<file path="src/rtl/mc_pkg.sv">
package mc_pkg;

    localparam int XLEN = 32;

    localparam logic [5:0] OP_SPECIAL = 6'd0;
    localparam logic [5:0] OP_J       = 6'd2;
    localparam logic [5:0] OP_JAL     = 6'd3;
    localparam logic [5:0] OP_BEQ     = 6'd4;
    localparam logic [5:0] OP_LW      = 6'd35;
    localparam logic [5:0] OP_SW      = 6'd43;
    localparam logic [5:0] FN_JR      = 6'd8;
    localparam logic [5:0] FN_ADD     = 6'd32;

    typedef enum logic [3:0] {
        S_FETCH,
        S_DECODE,
        S_EXEC_ADD,
        S_WB_ADD,
        S_ADDR,
        S_MEM_RD,
        S_WB_LD,
        S_MEM_WR,
        S_BRANCH,
        S_JUMP,
        S_JREG
    } mc_state_e;

    typedef enum logic [1:0] {
        SUM_HOLD,
        SUM_BRANCH,
        SUM_ADD,
        SUM_ADDR
    } sum_sel_e;

    typedef enum logic [2:0] {
        PC_HOLD,
        PC_INC,
        PC_BEQ,
        PC_JUMP,
        PC_REG
    } pc_sel_e;

    typedef enum logic [1:0] {
        DST_RD,
        DST_RT,
        DST_LINK
    } rf_dst_e;

    typedef enum logic [1:0] {
        SRC_SUM,
        SRC_MDR,
        SRC_PC
    } rf_src_e;

    typedef struct packed {
        logic     ir_ld;
        logic     ab_ld;
        logic     mdr_ld;
        logic     addr_sum;
        logic     mem_we;
        logic     rf_we;
        sum_sel_e sum_sel;
        pc_sel_e  pc_sel;
        rf_dst_e  rf_dst;
        rf_src_e  rf_src;
    } mc_ctrl_t;

endpackage

</file>
<file path="src/rtl/mc_regfile.sv">
module mc_regfile
    import mc_pkg::*;
#(
    parameter int REG_CNT = 32,
    localparam int RA_W   = $clog2(REG_CNT)
) (
    input  logic            clk,
    input  logic            rst_n,
    input  logic [RA_W-1:0] ra_i,
    input  logic [RA_W-1:0] rb_i,
    output logic [XLEN-1:0] da_o,
    output logic [XLEN-1:0] db_o,
    input  logic            we_i,
    input  logic [RA_W-1:0] wa_i,
    input  logic [XLEN-1:0] wd_i
);

    logic [XLEN-1:0] regs [REG_CNT];

    // Entry 0 is hard-wired to zero; writes to it are dropped
    assign regs[0] = '0;

    for (genvar g = 1; g < REG_CNT; g++) begin : g_reg
        always_ff @(posedge clk or negedge rst_n) begin
            if (!rst_n) begin
                regs[g] <= '0;
            end else if (we_i && (wa_i == RA_W'(g))) begin
                regs[g] <= wd_i;
            end
        end
    end

    assign da_o = regs[ra_i];
    assign db_o = regs[rb_i];

endmodule

</file>
<file path="src/rtl/mc_fsm.sv">
module mc_fsm
    import mc_pkg::*;
(
    input  logic      clk,
    input  logic      rst_n,
    input  logic [5:0] opcode_i,
    input  logic [5:0] funct_i,
    output mc_state_e state_o,
    output mc_ctrl_t  ctrl_o
);

    mc_state_e state_q;
    mc_state_e state_d;

    // State register
    always_ff @(posedge clk or negedge rst_n) begin
        if (!rst_n) begin
            state_q <= S_FETCH;
        end else begin
            state_q <= state_d;
        end
    end

    // Transitions
    always_comb begin
        state_d = S_FETCH;
        unique case (state_q)
            S_FETCH:    state_d = S_DECODE;
            S_DECODE: begin
                if (opcode_i == OP_SPECIAL && funct_i == FN_ADD) begin
                    state_d = S_EXEC_ADD;
                end else if (opcode_i == OP_SPECIAL && funct_i == FN_JR) begin
                    state_d = S_JREG;
                end else if (opcode_i == OP_LW || opcode_i == OP_SW) begin
                    state_d = S_ADDR;
                end else if (opcode_i == OP_BEQ) begin
                    state_d = S_BRANCH;
                end else if (opcode_i == OP_J || opcode_i == OP_JAL) begin
                    state_d = S_JUMP;
                end else begin
                    state_d = S_FETCH;
                end
            end
            S_EXEC_ADD: state_d = S_WB_ADD;
            S_ADDR:     state_d = (opcode_i == OP_LW) ? S_MEM_RD : S_MEM_WR;
            S_MEM_RD:   state_d = S_WB_LD;
            S_WB_ADD,
            S_WB_LD,
            S_MEM_WR,
            S_BRANCH,
            S_JUMP,
            S_JREG:     state_d = S_FETCH;
            default:    state_d = S_FETCH;
        endcase
    end

    // Outputs
    always_comb begin
        ctrl_o = '{
            ir_ld:    1'b0,
            ab_ld:    1'b0,
            mdr_ld:   1'b0,
            addr_sum: 1'b0,
            mem_we:   1'b0,
            rf_we:    1'b0,
            sum_sel:  SUM_HOLD,
            pc_sel:   PC_HOLD,
            rf_dst:   DST_RD,
            rf_src:   SRC_SUM
        };
        unique case (state_q)
            S_FETCH: begin
                ctrl_o.ir_ld  = 1'b1;
                ctrl_o.pc_sel = PC_INC;
            end
            S_DECODE: begin
                ctrl_o.ab_ld   = 1'b1;
                ctrl_o.sum_sel = SUM_BRANCH;
            end
            S_EXEC_ADD: ctrl_o.sum_sel = SUM_ADD;
            S_WB_ADD: begin
                ctrl_o.rf_we  = 1'b1;
                ctrl_o.rf_dst = DST_RD;
                ctrl_o.rf_src = SRC_SUM;
            end
            S_ADDR:     ctrl_o.sum_sel = SUM_ADDR;
            S_MEM_RD: begin
                ctrl_o.addr_sum = 1'b1;
                ctrl_o.mdr_ld   = 1'b1;
            end
            S_WB_LD: begin
                ctrl_o.rf_we  = 1'b1;
                ctrl_o.rf_dst = DST_RT;
                ctrl_o.rf_src = SRC_MDR;
            end
            S_MEM_WR: begin
                ctrl_o.addr_sum = 1'b1;
                ctrl_o.mem_we   = 1'b1;
            end
            S_BRANCH:   ctrl_o.pc_sel = PC_BEQ;
            S_JUMP: begin
                ctrl_o.pc_sel = PC_JUMP;
                ctrl_o.rf_we  = (opcode_i == OP_JAL);
                ctrl_o.rf_dst = DST_LINK;
                ctrl_o.rf_src = SRC_PC;
            end
            S_JREG:     ctrl_o.pc_sel = PC_REG;
            default: ;
        endcase
    end

    assign state_o = state_q;

endmodule

</file>
<file path="src/rtl/mc_datapath.sv">
module mc_datapath
    import mc_pkg::*;
#(
    parameter int REG_CNT = 32,
    localparam int RA_W   = $clog2(REG_CNT)
) (
    input  logic            clk,
    input  logic            rst_n,
    input  mc_ctrl_t        ctrl_i,
    input  logic [XLEN-1:0] mem_rdata_i,
    output logic [XLEN-1:0] mem_addr_o,
    output logic [XLEN-1:0] mem_wdata_o,
    output logic [XLEN-1:0] pc_o,
    output logic [XLEN-1:0] ir_o,
    output logic [XLEN-1:0] a_o,
    output logic [XLEN-1:0] b_o,
    output logic [XLEN-1:0] sum_o,
    output logic            rf_we_o,
    output logic [RA_W-1:0] rf_waddr_o
);

    logic [XLEN-1:0] pc_q, ir_q, a_q, b_q, sum_q, mdr_q;
    logic [XLEN-1:0] rf_da, rf_db, rf_wd;
    logic [XLEN-1:0] imm_se, br_off, jmp_tgt;
    logic [RA_W-1:0] rs_idx, rt_idx, rd_idx;

    assign rs_idx  = ir_q[21 +: RA_W];
    assign rt_idx  = ir_q[16 +: RA_W];
    assign rd_idx  = ir_q[11 +: RA_W];
    assign imm_se  = {{(XLEN-16){ir_q[15]}}, ir_q[15:0]};
    assign br_off  = {imm_se[XLEN-3:0], 2'b00};
    assign jmp_tgt = {pc_q[XLEN-1 -: 4], ir_q[25:0], 2'b00};

    // Register file write steering
    always_comb begin
        rf_waddr_o = rd_idx;
        unique case (ctrl_i.rf_dst)
            DST_RD:   rf_waddr_o = rd_idx;
            DST_RT:   rf_waddr_o = rt_idx;
            DST_LINK: rf_waddr_o = RA_W'(REG_CNT - 1);
            default:  rf_waddr_o = rd_idx;
        endcase
        rf_wd = sum_q;
        unique case (ctrl_i.rf_src)
            SRC_SUM: rf_wd = sum_q;
            SRC_MDR: rf_wd = mdr_q;
            SRC_PC:  rf_wd = pc_q;
            default: rf_wd = sum_q;
        endcase
    end

    assign rf_we_o = ctrl_i.rf_we;

    mc_regfile #(.REG_CNT(REG_CNT)) rf_i (
        .clk   (clk),
        .rst_n (rst_n),
        .ra_i  (rs_idx),
        .rb_i  (rt_idx),
        .da_o  (rf_da),
        .db_o  (rf_db),
        .we_i  (ctrl_i.rf_we),
        .wa_i  (rf_waddr_o),
        .wd_i  (rf_wd)
    );

    // Program counter
    always_ff @(posedge clk or negedge rst_n) begin
        if (!rst_n) begin
            pc_q <= '0;
        end else begin
            unique case (ctrl_i.pc_sel)
                PC_HOLD: pc_q <= pc_q;
                PC_INC:  pc_q <= pc_q + XLEN'(4);
                PC_BEQ:  pc_q <= (a_q == b_q) ? sum_q : pc_q;
                PC_JUMP: pc_q <= jmp_tgt;
                PC_REG:  pc_q <= a_q;
                default: pc_q <= pc_q;
            endcase
        end
    end

    // Instruction, operand and memory-data latches
    always_ff @(posedge clk or negedge rst_n) begin
        if (!rst_n) begin
            ir_q  <= '0;
            a_q   <= '0;
            b_q   <= '0;
            mdr_q <= '0;
        end else begin
            if (ctrl_i.ir_ld)  ir_q  <= mem_rdata_i;
            if (ctrl_i.ab_ld) begin
                a_q <= rf_da;
                b_q <= rf_db;
            end
            if (ctrl_i.mdr_ld) mdr_q <= mem_rdata_i;
        end
    end

    // Result latch: branch target speculated in decode, then ALU result
    always_ff @(posedge clk or negedge rst_n) begin
        if (!rst_n) begin
            sum_q <= '0;
        end else begin
            unique case (ctrl_i.sum_sel)
                SUM_HOLD:   sum_q <= sum_q;
                SUM_BRANCH: sum_q <= pc_q + br_off;
                SUM_ADD:    sum_q <= a_q + b_q;
                SUM_ADDR:   sum_q <= a_q + imm_se;
                default:    sum_q <= sum_q;
            endcase
        end
    end

    assign mem_addr_o  = ctrl_i.addr_sum ? sum_q : pc_q;
    assign mem_wdata_o = b_q;
    assign pc_o        = pc_q;
    assign ir_o        = ir_q;
    assign a_o         = a_q;
    assign b_o         = b_q;
    assign sum_o       = sum_q;

endmodule

</file>
<file path="src/rtl/mc_core.sv">
module mc_core
    import mc_pkg::*;
#(
    parameter int REG_CNT = 32
) (
    input  logic        clk,
    input  logic        rst_n,
    output logic [31:0] mem_addr_o,
    output logic [31:0] mem_wdata_o,
    output logic        mem_we_o,
    input  logic [31:0] mem_rdata_i
);

    localparam int RA_W = $clog2(REG_CNT);

    mc_state_e       state_q;
    mc_ctrl_t        ctrl;
    logic [XLEN-1:0] pc_q, ir_q, a_q, b_q, sum_q;
    logic            rf_we;
    logic [RA_W-1:0] rf_waddr;

    mc_fsm fsm_i (
        .clk      (clk),
        .rst_n    (rst_n),
        .opcode_i (ir_q[31:26]),
        .funct_i  (ir_q[5:0]),
        .state_o  (state_q),
        .ctrl_o   (ctrl)
    );

    mc_datapath #(.REG_CNT(REG_CNT)) dp_i (
        .clk         (clk),
        .rst_n       (rst_n),
        .ctrl_i      (ctrl),
        .mem_rdata_i (mem_rdata_i),
        .mem_addr_o  (mem_addr_o),
        .mem_wdata_o (mem_wdata_o),
        .pc_o        (pc_q),
        .ir_o        (ir_q),
        .a_o         (a_q),
        .b_o         (b_q),
        .sum_o       (sum_q),
        .rf_we_o     (rf_we),
        .rf_waddr_o  (rf_waddr)
    );

    assign mem_we_o = ctrl.mem_we;

endmodule

</file>
<file path="config.mk">
export PLATFORM = sky130hd
export DESIGN_NAME = mc_core
export DESIGN_NICKNAME = d
export VERILOG_FILES = /design/src/rtl/mc_pkg.sv /design/src/rtl/mc_regfile.sv /design/src/rtl/mc_fsm.sv /design/src/rtl/mc_datapath.sv /design/src/rtl/mc_core.sv
export SDC_FILE = /design/constraint.sdc
export NUM_CORES = 2
export LEC_CHECK = 0
export BUFFER_PORTS_ARGS = -buffer_cell sky130_fd_sc_hd__buf_4
export CORE_MARGIN = 3
export CORE_UTILIZATION = 30
export CTS_CLUSTER_DIAMETER = 80
export DETAILED_ROUTE_END_ITERATION = 12
export GPL_TIMING_DRIVEN = 0
export SLEW_MARGIN = 5
export SYNTH_ARGS = -nofsm -noshare
export SYNTH_HDL_FRONTEND = slang
export SYNTH_SLANG_ARGS = --single-unit
</file>
<file path="constraint.sdc">
create_clock -name clk -period 3.7 [get_ports clk]
set_clock_uncertainty 0.15 [all_clocks]
set_input_delay 0.185 -clock clk [delete_from_list [all_inputs] [get_ports clk]]
set_output_delay 0.185 -clock clk [all_outputs]
set_load 0.01 [all_outputs]
</file>
==> metrics <==
mean number of vias per cell around 5.7; hold-critical path endpoint dp_i.mdr_q[12]$_DFFE_PN0N_; maximum root-to-sink buffer count 3; final routed wire length divided by cell count roughly 27 µm; cell with the biggest individual delay on the critical path dfrtp_2; peak fanout along the critical path 6; Detail Route Antenna Nets 0; final standard cell area without fillers about 76000 µm²; post-route DRC violation count 0; total clock buffers created by CTS 131; Post-Syn Area per Cell around 11 µm²; leading register cell type out of synthesis dfrtp_1; library cell with the largest summed area after synthesis dfrtp_1; met2 Use GR 33.3%; violated checks negative setup slack; fraction of synthesized cell area taken by the top area cell type 46.3%; worst r2r path cells 19; slew at the pin with the worst max-slew slack around 1.4 ns; Initial DRT Pass Iterations 6; post-synthesis instance area ~64000 µm²; power density cells a little over 900 nW/µm²; total power roughly 70 mW; count of endpoints failing hold in the final timing report 0; area of all sequential standard cells ~30000 µm²; most utilized layer in the global route result met2; Initial Util a little under a third; number of global-route vias before repair roughly 52000; largest net degree at the start of global routing 167; Global Route met1 Usage between 20% and 30%; Die X-Extent 469 µm; beginning of the worst register-to-register path fsm_i.state_o[0]$_DFF_PN0_; net count after synthesis around 6000; fraction of met3 tracks used by global routing between 7 and 8%; routability congestion estimate between 0.9 and 1; proportion of synthesized chip area in sequential cells 46.3%; most used standard cell by instance count after synthesis nand2_1; top cells by area, synth dfrtp_1, mux4_2, o21ai_0; Die Span Y about 470 µm; die footprint roughly 220000 µm²; final layout net count approximately 6300; type of the most critical hold path in2reg; setup slack of the worst register-to-register path -0.20 ns; share of cells above drive strength 1 about a quarter; Rows 169; Worst VDD drop roughly 0.00056 V; async set-reset flop share out of synthesis 100%; Data arrival, critical path between 4 and 5 ns; total count of max-transition violations in the final report 0; Most Frequent Cell on Critical Path o21ai_2; number of antenna violations at the first check in global routing 17; start-to-end type of the worst setup path reg2reg; portion of the clock cycle consumed by the worst path in the final layout 105%; Setup crit start kind flip-flop; first-pass GRT wire length around 350 mm; cell at the root of the clock tree clkbuf_16; worst path required time about 4.2 ns; start point of the critical path fsm_i.state_o[0]$_DFF_PN0_; Filler Cell Count approximately 21000; # clock sinks roughly 1200; summed negative setup slack over all endpoints -0.993 ns; level count of the clock H-tree 4; minimum setup slack in the final design -0.201 ns; Clock transition at path regs about 0.060 ns; Fmax roughly 0.26 GHz; cell depth of the worst min-delay path 3; Cell Area, Placed 68700 µm²; overflow left after global routing 0; number of port buffers 98; time the final worst path needs with I/O delays and setup between 3 and 4 ns; P_leak about 32 nW; Largest stage delay, worst path roughly 0.43 ns; all-layer global routing usage 21.9%; worst setup slack before clock tree synthesis -2.36 ns; Worst Hold Launch mem_rdata_i[12]; worst slew margin relative to its limit 4.93%; series of cell instances along the critical path clkbuf_16, nor2_4, nand2_4, buf_12, mux2_4, ha_4, inv_2, fa_2, and2b_1, o21ai_2, a21oi_2, o21ai_2, buf_6, o21ai_4, a221oi_2, buf_4, o21ai_2, xor2_1, o221a_2; TritonCTS clock tree done; Detailed Route WL 244 mm; worst r2r dst dp_i.sum_o[24]$_DFFE_PN0P_; clock network latency to the later pin of the worst-skew pair about 0.8 ns; area overhead of the layout relative to synthesis 17.9%; I/O pins 99; Synth Register Bits 1188; count of mapped cells out of synthesis between 5000 and 6000; Post-synth EDFFs 0; combined area of the multi-input logic cells approximately 33000 µm²; Final Setup Violations 9; synth cell count leaders nand2_1, dfrtp_1, o21ai_0; outcome complete, but fails checks; total half-perimeter wirelength after legalization and detailed placement between 150 and 200 mm; category of the worst setup path capture point flip-flop; Starting DRT DRC Count 5713; Core Box Area approximately 210000 µm²; count of maximum capacitance violations 0; yosys synthesis warning count 0; number of distinct library cells after synthesis just over 80; setup repair after global routing missed its margin yes; via total after detailed routing 51900
layout make-up:
| cell class | count | share of cell area, % |
|---|---|---|
| multi-input cells | 4091 | 43.6 |
| repair buffers | 223 | 2.93 |
| clock buffers | 185 | 5.03 |
| inverters | 25 | 0.124 |
| clock inverters | 50 | 0.820 |
| plain buffers | 546 | 3.54 |
| diodes | 8 | 0.0265 |
| well taps | 2821 | 4.66 |
| flip-flops and latches | 1188 | 39.3 |
metal layers:
layer	routed length, µm	vias up
li1	-	22100
met4	8510	8
met1	98700	26700
met3	29200	435
met2	108000	2642
met5	50	-
cell usage in the layout, fill, tap and decap left out, drive strengths merged, types with 9 or more instances in the layout:
| master | n |
|---|---|
| nand2 | 1202 |
| dfrtp | 1188 |
| o21ai | 1138 |
| clkbuf | 579 |
| mux4 | 576 |
| buf | 331 |
| a21oi | 287 |
| mux2i | 143 |
| mux2 | 128 |
| nor2 | 120 |
| ha | 66 |
| xor2 | 55 |
| dlygate4sd3 | 41 |
| a22oi | 40 |
| inv | 33 |
| clkinv | 32 |
| a21o | 29 |
| xnor2 | 29 |
| o22ai | 28 |
| nand3 | 23 |
| nor3 | 18 |
| and3 | 17 |
| nand4 | 17 |
| a211oi | 15 |
| a31oi | 13 |
| nor4 | 12 |
| nand2b | 11 |
| o21a | 11 |
| or2 | 11 |
| o31ai | 9 |
cell families (layout without fill, tap and decap cells):
| logic type | Yosys count | count (layout) | synth area share (%) |
|---|---|---|---|
| buffers and inverters | 574 | 1029 | 3.62 |
| other | 0 | 8 | 0 |
| AND/OR/NAND/NOR | 1457 | 1457 | 9.13 |
| XOR/XNOR | 84 | 84 | 1.15 |
| AO/OA/AOI/OAI | 1635 | 1635 | 13.7 |
| multiplexers | 847 | 847 | 24.7 |
| adder cells (fa/ha/maj) | 68 | 68 | 1.35 |
| flip-flops | 1188 | 1188 | 46.3 |
power by group:
group          total [mW]  switching [mW]  internal (mW)
sequential           22.7            4.82           17.9
combinational        33.3            19.7           13.6
clock                13.6            5.82           7.81
metrics by stage:
stage          utilization [%]  cells  hold WS (ns)
4_1_cts                   35.4   9109       0.00120
3_5_place_dp              32.3   8780        0.0176
2_1_floorplan                -   5853        -0.261
5_1_grt                   35.6   9132        0.0166
3_3_place_gp              32.2   8772         0.279
6_report                  35.6   9137        0.0469
state kept, by name, indices dropped and copies added (netlist names):
name            cells
dp_i.mdr_q         32
dp_i.ir_o          32
dp_i.rf_i.regs    992
dp_i.b_o           32
dp_i.a_o           32
dp_i.pc_o          32
dp_i.sum_o         32
fsm_i.state_o       4
worst max-delay path by stage:
stage,slack (ns),to
5_1_grt,-0.25,dp_i.sum_o[28]$_DFFE_PN0P_
6_report,-0.20,dp_i.sum_o[24]$_DFFE_PN0P_
3_5_place_dp,-2.36,dp_i.rf_i.regs[956]$_DFFE_PN0P_
4_1_cts,-0.15,dp_i.sum_o[28]$_DFFE_PN0P_
2_1_floorplan,0.01,dp_i.sum_o[30]$_DFFE_PN0P_
3_3_place_gp,-12.31,dp_i.rf_i.regs[261]$_DFFE_PN0P_
critical path, delay by kind of cell, from the launching register on:
family | cells | cell delay (ns)
AOI/OAI and AO/OA | 7 | 1.23
xor gates and xnor gates | 1 | 0.15
adders and majority gates | 2 | 0.38
buffers and inverters | 5 | 0.70
DFF | 1 | 0.43
muxes | 1 | 0.30
and+or+nand+nor | 3 | 0.43
repair_timing:
| action | CTS | global route |
|---|---|---|
| endpoints found under the hold margin | 772 | 0 |
| endpoints found under the setup margin | 1072 | 1021 |
| buffers inserted | 55 | 21 |
| pin swaps | 32 | 28 |
| gates resized for setup | 355 | 128 |
| hold buffers | 41 | 0 |
(Power assumes the default switching activity.)
